$ cat config.mk
export PLATFORM = sky130hd
export DESIGN_NAME = cas_unit
export DESIGN_NICKNAME = d
export VERILOG_FILES = /design/src/rtl/cas_pkg.sv /design/src/rtl/cas_align_chk.sv /design/src/rtl/cas_lane.sv /design/src/rtl/cas_unit.sv
export SDC_FILE = /design/constraint.sdc
export NUM_CORES = 1
export LEC_CHECK = 0
export BUFFER_PORTS_ARGS = -buffer_cell sky130_fd_sc_hd__buf_4
export CORE_MARGIN = 8
export CORE_UTILIZATION = 45
export CTS_BUF_LIST = sky130_fd_sc_hd__clkbuf_8 sky130_fd_sc_hd__clkbuf_16
export DETAILED_ROUTE_END_ITERATION = 8
export GPL_TIMING_DRIVEN = 0
export PLACE_DENSITY = 0.71
export SLEW_MARGIN = 5
export SYNTH_ARGS = -nofsm -noshare
export SYNTH_HDL_FRONTEND = slang
export SYNTH_HIERARCHICAL = 1
export SYNTH_SLANG_ARGS = --single-unit
$ cat constraint.sdc
create_clock -name clk -period 2.8 [get_ports clk]
set_input_delay 0.42 -clock clk [delete_from_list [all_inputs] [get_ports clk]]
set_output_delay 0.42 -clock clk [all_outputs]
set_load 0.01 [all_outputs]
$ cat src/rtl/cas_pkg.sv
package cas_pkg;
    typedef enum logic [2:0] {
        ST_IDLE,
        ST_DRAIN,
        ST_LOCK_READ,
        ST_COMPARE,
        ST_WRITE,
        ST_SKIP,
        ST_RESPOND
    } cas_state_e;
endpackage

$ cat src/rtl/cas_align_chk.sv
module cas_align_chk #(
    parameter int ADDR_W      = 16,
    parameter int SP_ALIGN_LG = 4
) (
    input  logic [ADDR_W-1:0] addr,
    input  logic              dword,
    input  logic              sp_sel,
    output logic              misaligned
);
    localparam int WORD_LG  = 2;
    localparam int DWORD_LG = 3;

    logic nat_bad;
    logic sp_bad;

    always_comb begin
        nat_bad = dword ? (addr[DWORD_LG-1:0] != '0) : (addr[WORD_LG-1:0] != '0);
        sp_bad  = sp_sel && (addr[SP_ALIGN_LG-1:0] != '0);
        misaligned = nat_bad || sp_bad;
    end
endmodule

$ cat src/rtl/cas_lane.sv
module cas_lane #(
    parameter int DATA_W = 64
) (
    input  logic              dword,
    input  logic              hi,
    input  logic [DATA_W-1:0] rdata,
    input  logic [DATA_W-1:0] cmp,
    input  logic [DATA_W-1:0] newv,
    output logic [DATA_W-1:0] old_ext,
    output logic              match,
    output logic [DATA_W-1:0] wdata,
    output logic [DATA_W/8-1:0] be
);
    localparam int HALF   = DATA_W / 2;
    localparam int BE_W   = DATA_W / 8;
    localparam int BE_H   = BE_W / 2;

    logic [HALF-1:0] lane_word;

    always_comb begin
        lane_word = hi ? rdata[DATA_W-1:HALF] : rdata[HALF-1:0];
        if (dword) begin
            old_ext = rdata;
            match   = (rdata == cmp);
            wdata   = newv;
            be      = '1;
        end else begin
            old_ext = {{HALF{1'b0}}, lane_word};
            match   = (lane_word == cmp[HALF-1:0]);
            wdata   = {newv[HALF-1:0], newv[HALF-1:0]};
            be      = hi ? {{BE_H{1'b1}}, {BE_H{1'b0}}} : {{BE_H{1'b0}}, {BE_H{1'b1}}};
        end
    end
endmodule

$ cat src/rtl/cas_unit.sv
module cas_unit
    import cas_pkg::*;
#(
    parameter int ADDR_W      = 16,
    parameter int DATA_W      = 64,
    parameter int SP_ALIGN_LG = 4
) (
    input  logic                clk,
    input  logic                rst_n,
    input  logic                req_valid,
    input  logic                req_dword,
    input  logic [ADDR_W-1:0]   req_addr,
    input  logic                req_sp_sel,
    input  logic                req_release,
    input  logic [DATA_W-1:0]   req_cmp,
    input  logic [DATA_W-1:0]   req_new,
    output logic                sb_drain_req,
    input  logic                sb_empty,
    output logic                mem_lock,
    output logic                mem_en,
    output logic                mem_we,
    output logic [ADDR_W-1:0]   mem_addr,
    output logic [DATA_W/8-1:0] mem_be,
    output logic [DATA_W-1:0]   mem_wdata,
    input  logic [DATA_W-1:0]   mem_rdata,
    output logic                mon_clr,
    output logic                done,
    output logic                fault,
    output logic                success,
    output logic [DATA_W-1:0]   result,
    output logic                result_we,
    output logic                flag_we
);
    localparam int LANE_BIT = 2;
    localparam int DW_LG    = 3;

    cas_state_e state, nxt;

    logic              req_bad;
    logic              op_dword;
    logic              op_fault;
    logic [ADDR_W-1:0] op_addr;
    logic [DATA_W-1:0] op_cmp;
    logic [DATA_W-1:0] op_new;
    logic [DATA_W-1:0] old_q;
    logic              wrote_q;
    logic [DATA_W-1:0] lane_old;
    logic              lane_match;
    logic [DATA_W-1:0] lane_wdata;
    logic [DATA_W/8-1:0] lane_be;
    logic              accept;

    cas_align_chk #(.ADDR_W(ADDR_W), .SP_ALIGN_LG(SP_ALIGN_LG)) align_i (
        .addr      (req_addr),
        .dword     (req_dword),
        .sp_sel    (req_sp_sel),
        .misaligned(req_bad)
    );

    cas_lane #(.DATA_W(DATA_W)) lane_i (
        .dword  (op_dword),
        .hi     (op_addr[LANE_BIT]),
        .rdata  (mem_rdata),
        .cmp    (op_cmp),
        .newv   (op_new),
        .old_ext(lane_old),
        .match  (lane_match),
        .wdata  (lane_wdata),
        .be     (lane_be)
    );

    assign accept = (state == ST_IDLE) && req_valid;

    // state register
    always_ff @(posedge clk) begin
        if (!rst_n) state <= ST_IDLE;
        else        state <= nxt;
    end

    // next-state decode
    always_comb begin
        nxt = state;
        unique case (state)
            ST_IDLE: begin
                if (req_valid) begin
                    if (req_bad)          nxt = ST_RESPOND;
                    else if (req_release) nxt = ST_DRAIN;
                    else                  nxt = ST_LOCK_READ;
                end
            end
            ST_DRAIN:     if (sb_empty) nxt = ST_LOCK_READ;
            ST_LOCK_READ: nxt = ST_COMPARE;
            ST_COMPARE:   nxt = lane_match ? ST_WRITE : ST_SKIP;
            ST_WRITE:     nxt = ST_RESPOND;
            ST_SKIP:      nxt = ST_RESPOND;
            ST_RESPOND:   nxt = ST_IDLE;
            default:      nxt = ST_IDLE;
        endcase
    end

    // operand and result capture
    always_ff @(posedge clk) begin
        if (!rst_n) begin
            op_dword <= 1'b0;
            op_fault <= 1'b0;
            op_addr  <= '0;
            op_cmp   <= '0;
            op_new   <= '0;
            old_q    <= '0;
            wrote_q  <= 1'b0;
        end else if (accept) begin
            op_dword <= req_dword;
            op_fault <= req_bad;
            op_addr  <= req_addr;
            op_cmp   <= req_cmp;
            op_new   <= req_new;
            old_q    <= '0;
            wrote_q  <= 1'b0;
        end else if (state == ST_COMPARE) begin
            old_q    <= lane_old;
            wrote_q  <= lane_match;
        end
    end

    // outputs by state
    always_comb begin
        sb_drain_req = 1'b0;
        mem_lock     = 1'b0;
        mem_en       = 1'b0;
        mem_we       = 1'b0;
        mon_clr      = 1'b0;
        done         = 1'b0;
        fault        = 1'b0;
        success      = 1'b0;
        result_we    = 1'b0;
        result       = '0;
        flag_we      = 1'b0;
        mem_addr     = {op_addr[ADDR_W-1:DW_LG], {DW_LG{1'b0}}};
        mem_be       = lane_be;
        mem_wdata    = lane_wdata;
        unique case (state)
            ST_IDLE:      ;
            ST_DRAIN:     sb_drain_req = 1'b1;
            ST_LOCK_READ: begin
                mem_lock = 1'b1;
                mem_en   = 1'b1;
            end
            ST_COMPARE: begin
                mem_lock = 1'b1;
                mon_clr  = 1'b1;
            end
            ST_WRITE: begin
                mem_lock = 1'b1;
                mem_en   = 1'b1;
                mem_we   = 1'b1;
            end
            ST_SKIP:      mem_lock = 1'b1;
            ST_RESPOND: begin
                done      = 1'b1;
                fault     = op_fault;
                success   = wrote_q && !op_fault;
                result_we = !op_fault;
                result    = op_fault ? '0 : old_q;
            end
            default: ;
        endcase
    end
endmodule

==> run metrics, run 1 <==
status completed; boundary pin count 377; Yosys top cell by area dfxtp_1; Num CTS Buffers 23; worst endpoint required time 2.38 ns; crit path max fanout 10; worst r2r dst state[0]; pin count of the biggest net entering global routing 14; highest metal used met4; gr ovfl total 0; FF/Latch Area 4240 um2; critical path launch point op_dword; H-Tree Level Count 1; slowest CP cell dfxtp_1; Async SR Flop Fraction 0; antenna viol nets, final 0; number of synthesis warnings 6; clock root cell clkbuf_16; fillers 2234; layout cells sized above 1 0.324; most common cell after layout, fill and taps aside buf_4; Post-Place Cells 2046; Final Max Slew Viols 0; final core utilization 0.625; vias per cell 5.05; wire per inst 19.4 um; vias in the first global route 10.7k; Clock Skew 0.00516 ns; 1st-iter DRT viols 580; setup tns final 0 ns; commonest cells after routing, fill and taps aside buf_4 (427), nand2_1 (422), a21oi_1 (212), dfxtp_1 (212), and2_1 (98); Reg2Reg Depth 11; CP Cell Sequence clkbuf_4 -> buf_2 -> mux2_2 -> buf_4; Seq/Total Area, Yosys 0.398; max cap viols 0; Initial Util 0.456; WL met1 15000 um; cell count after synthesis 1352; # rows 56; WP data arrival 2.31 ns; Post-DP HPWL 32700 um; Hold Fails Final Rpt 0; initial antenna violation count 0; largest cells by area after synthesis dfxtp_1 (40%), nand2_1 (15%), a21oi_1 (9.9%), mux2_2 (6.9%), and2_1 (5.7%); setup bufs post-CTS 0; Final Non-Filler Cells 2087; Resize count post-CTS 3; I/O Buffers 372; worst vdd ir 508 uV; global-route wire length before repair 60300 um; Total Nets Final 1967; Leakage Power 6.21 nW; DRT Wirelength 40600 um; Syn Area/Cell 7.89 um2; ANT cells 0; pwr dens 611 nW/um2; die height 170 um; Slew HR 0.574; Post-Syn Area 10700 um2; Critical Path Start Type flip-flop; Worst path max stage delay 0.55 ns; met2 wire len 19600 um; clock buffer depth 3; number of synthesized flops with an enable pin 0; die area 28900 um2; final RePlAce weighted congestion 0.948; fin crit period 2.73 ns; Hold-fix buffers, CTS 0; DRC 0; TritonCTS Sinks 212; Achievable Freq 366 MHz; RSZ-0062 raised after global routing false; die width 170 um; Pre-antenna DRT Iters 7; Skew-Pair Late Insertion Delay 0.50 ns; Finish-stage setup viols 0; clock slew at reported path FFs 0.06 ns; metal3 WL 4500 um; Distinct cells, synth 47; Least-Margin Pin Slew 0.638 ns; worst hold path type in -> reg; Via Count 10.5k; Area Overhead vs Synth 37.1%; TritonCTS clock tree built; Setup CP Type reg -> out; Final period util 0.975; critical path endpoint mem_wdata[56]; top-area cell type share of the netlist area 0.398; Core Region 23400 um2; Multi-input gate area 5470 um2; flops & latches, synth 212; top_reg_cell synth dfxtp_1; reg-to-reg startpoint op_addr[2]; r2r setup slk 0.28 ns; Setup crit end kind primary output; GRT Total Usage 0.269
[critical path: cells and delay by family (launching register included)]
| family | cells | cell delay, ns |
|---|---|---|
| buffers and inverters | 3 | 0.86 |
| muxes | 1 | 0.39 |
| DFF | 1 | 0.55 |
[worst min-delay path by stage]
stage | startpoint | end | depth (start not counted)
after floorplan | old_q[13] | old_q[13] | 2
after global placement | old_q[13] | old_q[13] | 2
after detailed placement | old_q[50] | old_q[50] | 2
after CTS | req_release | state[1] | 2
after global routing | req_release | state[1] | 2
final | req_release | state[1] | 2
[flip-flops by register name, indices dropped and copies added (netlist names)]
name      cells
old_q        64
op_cmp       64
op_new       64
op_dword      1
wrote_q       1
state         3
op_addr      14
op_fault      1
[routing by layer]
layer	track usage	vias up
met5	0	-
met4	0.105	0
met3	0.0945	84
met1	0.290	4812
met2	0.476	478
li1	-	5158
[power breakdown]
| group | internal, W | switching, W | leakage, nW | total, W |
|---|---|---|---|---|
| logic | 0.00113 | 0.00130 | 4.09 | 0.00243 |
| registers | 0.00329 | 0.000225 | 1.73 | 0.00351 |
| clock network | 0.00177 | 0.00123 | 0.394 | 0.00300 |
| total | 0.00618 | 0.00275 | 6.21 | 0.00894 |
[through the flow]
step	setup slack [ns]	hold slack, ns	area, um2	power [W]
2_1_floorplan	0.765	0.429	10700	0.00495
3_3_place_gp	-0.0761	0.438	13900	0.00596
3_5_place_dp	-0.0212	0.442	13900	0.00600
4_1_cts	0.0164	0.104	14600	0.00899
5_1_grt	0.0271	0.114	14600	0.00936
6_report	0.0706	0.124	14600	0.00894
[synth_stat cells, types with 2 or more instances]
cell type    n
o2bb2ai_1    3
inv_1       13
o22ai_1      2
nand2_1    422
buf_2       24
xnor2_1     56
and2_1      98
a21oi_1    212
nor2b_1      6
xor2_1      29
nor2_1       5
dfxtp_1    212
o21ai_0      2
a2111oi_0    3
buf_6       14
nor4_1      17
buf_4       55
buf_1       16
nand2b_1     2
nand4_1     11
clkbuf_1    37
nor3b_1      2
mux2_2      65
mux2i_1     23
[cell families after synthesis]
group                  count (synthesis)  share of synthesized area
flip-flops                           212                      0.398
AO/OA/AOI/OAI                        233                      0.115
buffers and inverters                161                     0.0902
other                                  1                   0.000352
AND/OR/NAND/NOR                      572                      0.237
multiplexers                          88                     0.0902
XOR/XNOR                              85                     0.0698
[final cells by class]
class / instances / share of cell area
buffer: 147 / 0.0629
clock buffer: 30 / 0.0459
clock inverter: 11 / 0.00505
inverter: 14 / 0.00359
multi-input combinational: 982 / 0.374
sequential: 212 / 0.290
tap: 319 / 0.0273
timing repair buffer: 372 / 0.191
Note: power is estimated with default switching activity, not from simulation.
==> run 2, diff against run 1 <==
--- a/config.mk
+++ b/config.mk
@@ -11,9 +11,8 @@
 export CTS_BUF_LIST = sky130_fd_sc_hd__clkbuf_8 sky130_fd_sc_hd__clkbuf_16
 export DETAILED_ROUTE_END_ITERATION = 8
 export GPL_TIMING_DRIVEN = 0
-export PLACE_DENSITY = 0.71
+export PLACE_DENSITY = 0.73
 export SLEW_MARGIN = 5
 export SYNTH_ARGS = -nofsm -noshare
 export SYNTH_HDL_FRONTEND = slang
-export SYNTH_HIERARCHICAL = 1
 export SYNTH_SLANG_ARGS = --single-unit
==> constraint.sdc (replaced) <==
create_clock -name clk -period 2.8 [get_ports clk]
set_input_delay 0.28 -clock clk [delete_from_list [all_inputs] [get_ports clk]]
set_output_delay 0.28 -clock clk [all_outputs]
set_load 0.01 [all_outputs]
==> run metrics, run 2 <==
status completed; # rows 53 (-5.4%); Slew HR 0.307 (-0.267); design area 14700 um2 (+0.80%); worst hold margin 0.00384 ns (-0.121 ns); Logic pwr share 0.249 (-0.023); Commonest cells post-synth dfxtp_1 (212), a22o_1 (139), xnor2_1 (81); Skew-Pair Late Insertion Delay 0.51 ns (about the same); sw frac 0.288 (-0.0197); pwr dens 620 nW/um2 (+1.4%); clock root cell clkbuf_16; H-Tree Level Count 1 (unchanged); Setup CP Type reg -> out; worst hold path type in -> reg; Leakage Power 6.54 nW (+5.3%); gr ovfl total 0 (unchanged); initial antenna violation count 2 (+2); Core Region 20900 um2 (-11%); Final Max Slew Viols 0 (unchanged); antenna viol nets, final 0 (unchanged); top-count cell post-synth dfxtp_1; number of synthesized flops with an enable pin 0 (unchanged); Critical Path Start Type flip-flop; Total Nets Final 1709 (-13%); commonest cells after routing, fill and taps aside buf_4 (415), dfxtp_1 (212), a22o_1 (139); largest cells by area after synthesis dfxtp_1 (45%), a22o_1 (13%), xnor2_1 (7.5%), mux2i_1 (4.6%), and2_1 (4.3%); worst endpoint required time 2.52 ns (+0.14 ns); worst vdd ir 440 uV (-13%); I/O Buffers 372 (unchanged); WP data arrival 2.38 ns (+0.07 ns); die width 161 um (-5.0%); Endpoint, Worst Hold op_cmp[51]; top-area cell type share of the netlist area 0.446 (+0.0480); wire per inst 22.8 um (+17%); Clock Skew 0.0125 ns (+0.00739 ns); hold wc startpoint req_cmp[51]; clock group share of total power 0.363 (+0.028); reg-to-reg startpoint state[2]; Num CTS Buffers 23 (unchanged); vias in the first global route 10.1k (-5.9%); flops & latches, synth 212 (unchanged); DRC 0 (unchanged); Distinct cells, synth 44 (-6.4%); setup tns final 0 ns (unchanged); worst hold stages 2 (unchanged); Reg2Reg Depth 7 (-4); internal power 0.00650 W (+5.1%); Seq/Total Area, Yosys 0.446 (+0.0480); Post-Syn Area 9520 um2 (-11%); clock buffer depth 3 (unchanged); Yosys top cell by area dfxtp_1; Initial Util 0.456 (about the same); Final period util 0.951 (-0.0240); Syn Area/Cell 9.79 um2 (+24%); most common cell after layout, fill and taps aside buf_4; Pre-antenna DRT Iters 5 (-2); Hold Fails Final Rpt 0 (unchanged); global-route wire length before repair 60200 um (-0.21%); max cap viols 0 (unchanged); Post-DP HPWL 30200 um (-7.9%); worst r2r dst op_new[51]; P_sw 0.00264 W (-4.3%); setup bufs post-CTS 0 (unchanged); Achievable Freq 376 MHz (+2.5%); Via Count 9548 (-9.3%); clock slew at reported path FFs 0.06 ns (about the same); 1st-iter DRT viols 563 (-2.9%); number of synthesis warnings 0 (-6); RSZ-0062 raised after global routing false; Least-Margin Pin Slew 1.03 ns (+0.394 ns); Area after DPL 12700 um2 (-8.7%); r2r setup slk 0.47 ns (+0.19 ns); Pwr Total 0.00914 W (+2.2%); vias per cell 5.35 (+5.9%); Setup crit end kind primary output; fin crit period 2.66 ns (-0.0673 ns); crit path max fanout 10 (unchanged); fillers 1568 (-30%); DRT Wirelength 40700 um (+0.25%); die area 26100 um2 (-9.8%); TritonCTS Sinks 212 (unchanged); die height 161 um (-5.0%); register share of total power 0.388 (-0.005); boundary pin count 377 (unchanged); pin count of the biggest net entering global routing 16 (+2); TritonCTS clock tree built; layout cells sized above 1 0.348 (+0.0242); cell count after synthesis 972 (-28%); Area Overhead vs Synth 54.9%; largest registers old_q (64), op_cmp (64), op_new (64); Async SR Flop Fraction 0 (unchanged); GRT Total Usage 0.297 (+0.0285); final RePlAce weighted congestion 0.927 (-2.3%); Finish-stage setup viols 0 (unchanged); top_reg_cell synth dfxtp_1
[run 2: cell count changes in the layout (fill, tap and decap cells not counted), moves of 13 or more]
cell	before	now
a211oi_1	0	32
and2_1	98	66
dlygate4sd3_1	0	122
nand3_1	1	35
xor2_1	29	5
a22o_1	1	139
a21oi_1	212	38
nor2_1	5	44
mux2i_1	23	44
mux2_2	65	32
buf_6	14	1
xnor2_1	56	81
nand2_1	422	42
[run 2: kinds of logic after synthesis]
family | after synthesis | synth area share
buf+inv | 131 | 0.0732
mux | 77 | 0.0853
xor+xnor | 86 | 0.0791
compound gates | 235 | 0.192
other cells | 1 | 0.000394
flops | 212 | 0.446
simple gates | 230 | 0.124
[run 2: worst max path at each step]
stage	start	end	slack (ns)	cells past startpoint
2_1_floorplan	state[1]	result[14]	0.89	7
3_3_place_gp	state[1]	result[20]	0.18	8
3_5_place_dp	state[1]	result[20]	0.21	8
4_1_cts	state[1]	result[20]	0.01	8
5_1_grt	state[1]	result[20]	0.02	8
6_report	op_dword	mem_wdata[53]	0.14	5
[run 2: timing repair]
action | in CTS | in global routing
pin swaps | 0 | 0
hold buffers | 121 | 1
setup endpoints to repair | 66 | 45
gates resized for setup | 4 | 2
endpoints found under the hold margin | 121 | 1
[run 2: critical path, stage by stage (launching register included)]
cell	delay [ns]
dfxtp_1	0.31
clkbuf_1	0.28
buf_2	0.39
clkbuf_4	0.35
mux2_2	0.38
buf_4	0.16
[run 2: final cells by class]
class / instances / area (um2) / area share
Antenna cell: 1 / 2.50 / 0.000170
Buffer: 117 / 651 / 0.0441
Clock buffer: 26 / 617 / 0.0418
Clock inverter: 15 / 216 / 0.0147
Inverter: 14 / 52.6 / 0.00356
Multi-Input combinational cell: 632 / 4600 / 0.312
Sequential cell: 212 / 4240 / 0.288
Tap cell: 275 / 344 / 0.0233
Timing Repair Buffer: 494 / 4010 / 0.272
[run 2: power groups by stage]
stage | registers (W) | clock network [W] | logic [W]
after floorplan | 0.00352 | 0 | 0.00116
after global placement | 0.00357 | 0 | 0.00205
after detailed placement | 0.00358 | 0 | 0.00207
after CTS | 0.00352 | 0.00334 | 0.00223
after global routing | 0.00357 | 0.00347 | 0.00241
final | 0.00354 | 0.00332 | 0.00227
[run 2: per-stage QoR]
stage / worst slack, ns / std cells / utilization
after CTS: 0.0124 / 1784 / 0.705
after global placement: 0.175 / 1622 / 0.606
after global routing: 0.0154 / 1786 / 0.706
after floorplan: 0.889 / 975 / -
final: 0.138 / 1786 / 0.706
after detailed placement: 0.207 / 1622 / 0.606
[run 2: per-layer routing]
metal | wire (um) | global-route usage
met1 | 15500 | 0.339
met2 | 19700 | 0.514
met3 | 3620 | 0.0756
met4 | 1860 | 0.138
met5 | 0 | 0
==> run 3, diff against run 2 <==
--- a/config.mk
+++ b/config.mk
@@ -5,13 +5,14 @@
 export SDC_FILE = /design/constraint.sdc
 export NUM_CORES = 1
 export LEC_CHECK = 0
+export ABC_AREA = 1
 export BUFFER_PORTS_ARGS = -buffer_cell sky130_fd_sc_hd__buf_4
 export CORE_MARGIN = 8
 export CORE_UTILIZATION = 45
 export CTS_BUF_LIST = sky130_fd_sc_hd__clkbuf_8 sky130_fd_sc_hd__clkbuf_16
 export DETAILED_ROUTE_END_ITERATION = 8
 export GPL_TIMING_DRIVEN = 0
-export PLACE_DENSITY = 0.73
+export PLACE_DENSITY = 0.71
 export SLEW_MARGIN = 5
 export SYNTH_ARGS = -nofsm -noshare
 export SYNTH_HDL_FRONTEND = slang
==> run metrics, run 3 <==
pwr dens 756 nW/um2 (+22%); DRT Wirelength 45400 um (+12%); worst hold path type in -> reg; DRC 0 (unchanged); status completed; vias per cell 5.01 (-6.3%); GRT Total Usage 0.287 (-0.0104); Resize count post-CTS 0 (-4); Skew-Pair Late Insertion Delay 0.54 ns (+0.03 ns); Area Overhead vs Synth 37.6%; P_sw 0.00417 W (+58%); register share of total power 0.339 (-0.049); Slew HR 0.465 (+0.158); clock root cell clkbuf_16; setup tns final 0 ns (unchanged); Via Count 12.4k (+30%); Final Max Slew Viols 0 (unchanged); clock group share of total power 0.303 (-0.060); Finish-stage setup viols 0 (unchanged); worst endpoint required time 2.52 ns (about the same); global-route wire length before repair 68200 um (+13%); Distinct cells, synth 28 (-36%); number of synthesized flops with an enable pin 0 (unchanged); TritonCTS Sinks 212 (unchanged); die width 173 um (+6.9%); sw frac 0.364 (+0.0751); crit path max fanout 10 (unchanged); Initial Util 0.456 (+0.000547); setup bufs post-CTS 0 (unchanged); Seq/Total Area, Yosys 0.385 (-0.0611); Total Nets Final 2344 (+37%); Pre-antenna DRT Iters 6 (+1); clock slew at reported path FFs 0.06 ns (about the same); layout cells sized above 1 0.241 (-0.108); die area 29800 um2 (+14%); Final period util 0.940 (-0.0106); max cap viols 0 (unchanged); worst hold margin 0.00724 ns (+0.00341 ns); hold wc startpoint req_new[44]; Core Region 24200 um2 (+16%); wire per inst 18.4 um (-19%); top-area cell type share of the netlist area 0.385 (-0.0611); I/O Buffers 372 (unchanged); reg-to-reg startpoint state[2]; Async SR Flop Fraction 0 (unchanged); vias in the first global route 12.2k (+20%); antenna viol nets, final 0 (unchanged); worst vdd ir 471 uV (+7.0%); top_reg_cell synth dfxtp_1; Syn Area/Cell 6.40 um2 (-35%); cell count after synthesis 1722 (+77%); initial antenna violation count 1 (-1); largest cells by area after synthesis dfxtp_1 (38%), nand2_1 (16%), inv_1 (12%), o22ai_1 (8.2%), nor2_1 (5.5%); most common cell after layout, fill and taps aside nand2_1; Post-DP HPWL 37100 um (+23%); Leakage Power 7.47 nW (+14%); Hold-fix buffers, CTS 6 (-95%); Clock Skew 0.0159 ns (+0.00337 ns); gr ovfl total 0 (unchanged); Setup CP Type reg -> out; flops & latches, synth 212 (unchanged); H-Tree Level Count 1 (unchanged); internal power 0.00730 W (+12%); Achievable Freq 380 MHz (+1.1%); Least-Margin Pin Slew 0.803 ns (-0.230 ns); Area after DPL 14200 um2 (+12%); WP data arrival 2.35 ns (-0.03 ns); # rows 57 (+7.5%); TritonCTS clock tree built; Logic pwr share 0.358 (+0.109); Setup crit end kind primary output; design area 15200 um2 (+2.9%); die height 173 um (+6.9%); Post-Syn Area 11000 um2 (+16%); final RePlAce weighted congestion 0.986 (+6.4%); critical path launch point op_dword; clock buffer depth 3 (unchanged); 1st-iter DRT viols 841 (+49%); commonest cells after routing, fill and taps aside nand2_1 (469), buf_4 (423), inv_1 (366); top-count cell post-synth nand2_1; Yosys top cell by area dfxtp_1; fin crit period 2.63 ns (-0.0298 ns); Hold Fails Final Rpt 0 (unchanged); largest registers old_q (64), op_cmp (64), op_new (64); Num CTS Buffers 24 (+4.3%); pin count of the biggest net entering global routing 15 (-1); RSZ-0062 raised after global routing false; Critical Path Start Type flip-flop; boundary pin count 377 (unchanged); number of synthesis warnings 0 (unchanged); Commonest cells post-synth nand2_1 (469), inv_1 (364), dfxtp_1 (212)
run 3: changes by cell type after synthesis, moves of 66 or more:
cell / before / now
nand2_1: 42 / 469
inv_1: 12 / 364
a22o_1: 139 / 0
and2_1: 66 / 0
o22ai_1: 3 / 144
xnor2_1: 81 / 4
o21ai_0: 2 / 108
nor2_1: 44 / 163
run 3: path summary, 6_finish.rpt:
check / endpoint / slack [ns] / depth (start not counted)
max: mem_be[7] / 0.17 / 5
min: op_new[44] / 0.007 / 3
max reg2reg: op_cmp[31] / 0.80 / 8
min reg2reg: op_addr[11] / 0.47 / 2
run 3: power groups by stage:
| stage | clock, W | combinational [W] | sequential, W |
|---|---|---|---|
| 2_1_floorplan | 0 | 0.00245 | 0.00387 |
| 3_3_place_gp | 0 | 0.00400 | 0.00392 |
| 3_5_place_dp | 0 | 0.00406 | 0.00393 |
| 4_1_cts | 0.00349 | 0.00409 | 0.00388 |
| 5_1_grt | 0.00361 | 0.00448 | 0.00394 |
| 6_report | 0.00347 | 0.00411 | 0.00389 |
run 3: metrics by stage:
| step | total power (W) | utilization | cells | setup slack [ns] |
|---|---|---|---|---|
| 6_report | 0.0115 | 0.628 | 2472 | 0.168 |
| 5_1_grt | 0.0120 | 0.628 | 2472 | 0.129 |
| 4_1_cts | 0.0115 | 0.627 | 2471 | 0.203 |
| 3_5_place_dp | 0.00799 | 0.589 | 2421 | 0.764 |
| 3_3_place_gp | 0.00792 | 0.589 | 2421 | 0.770 |
| 2_1_floorplan | 0.00632 | - | 1725 | 0.997 |
run 3: layout make-up:
class	instances	area [um2]
plain buffers	130	777
flip-flops and latches	212	4240
diodes	1	2.50
clock inverters	18	243
well taps	324	405
multi-input cells	1016	4640
clock buffers	26	628
inverters	367	1380
fillers	2320	9000
repair buffers	378	2850
run 3: worst max-delay path: stages (launching register included):
cell and delay (ns):
dfxtp_1 0.42, inv_1 0.24, clkbuf_1 0.52, nand2_1 0.30
buf_4 0.22, buf_4 0.13
run 3: metal layers:
metal / wire (um) / vias up / global-route usage
met4: 1670 / 0 / 0.113
met2: 21700 / 566 / 0.501
li1: - / 6089 / -
met3: 4230 / 101 / 0.0706
met5: 0 / - / 0
met1: 17800 / 5628 / 0.333
run 3: kinds of logic after synthesis:
family          share of synthesized area
xor+xnor                           0.0111
flops                               0.385
buf+inv                             0.195
simple gates                        0.236
other cells                      0.000340
compound gates                      0.172
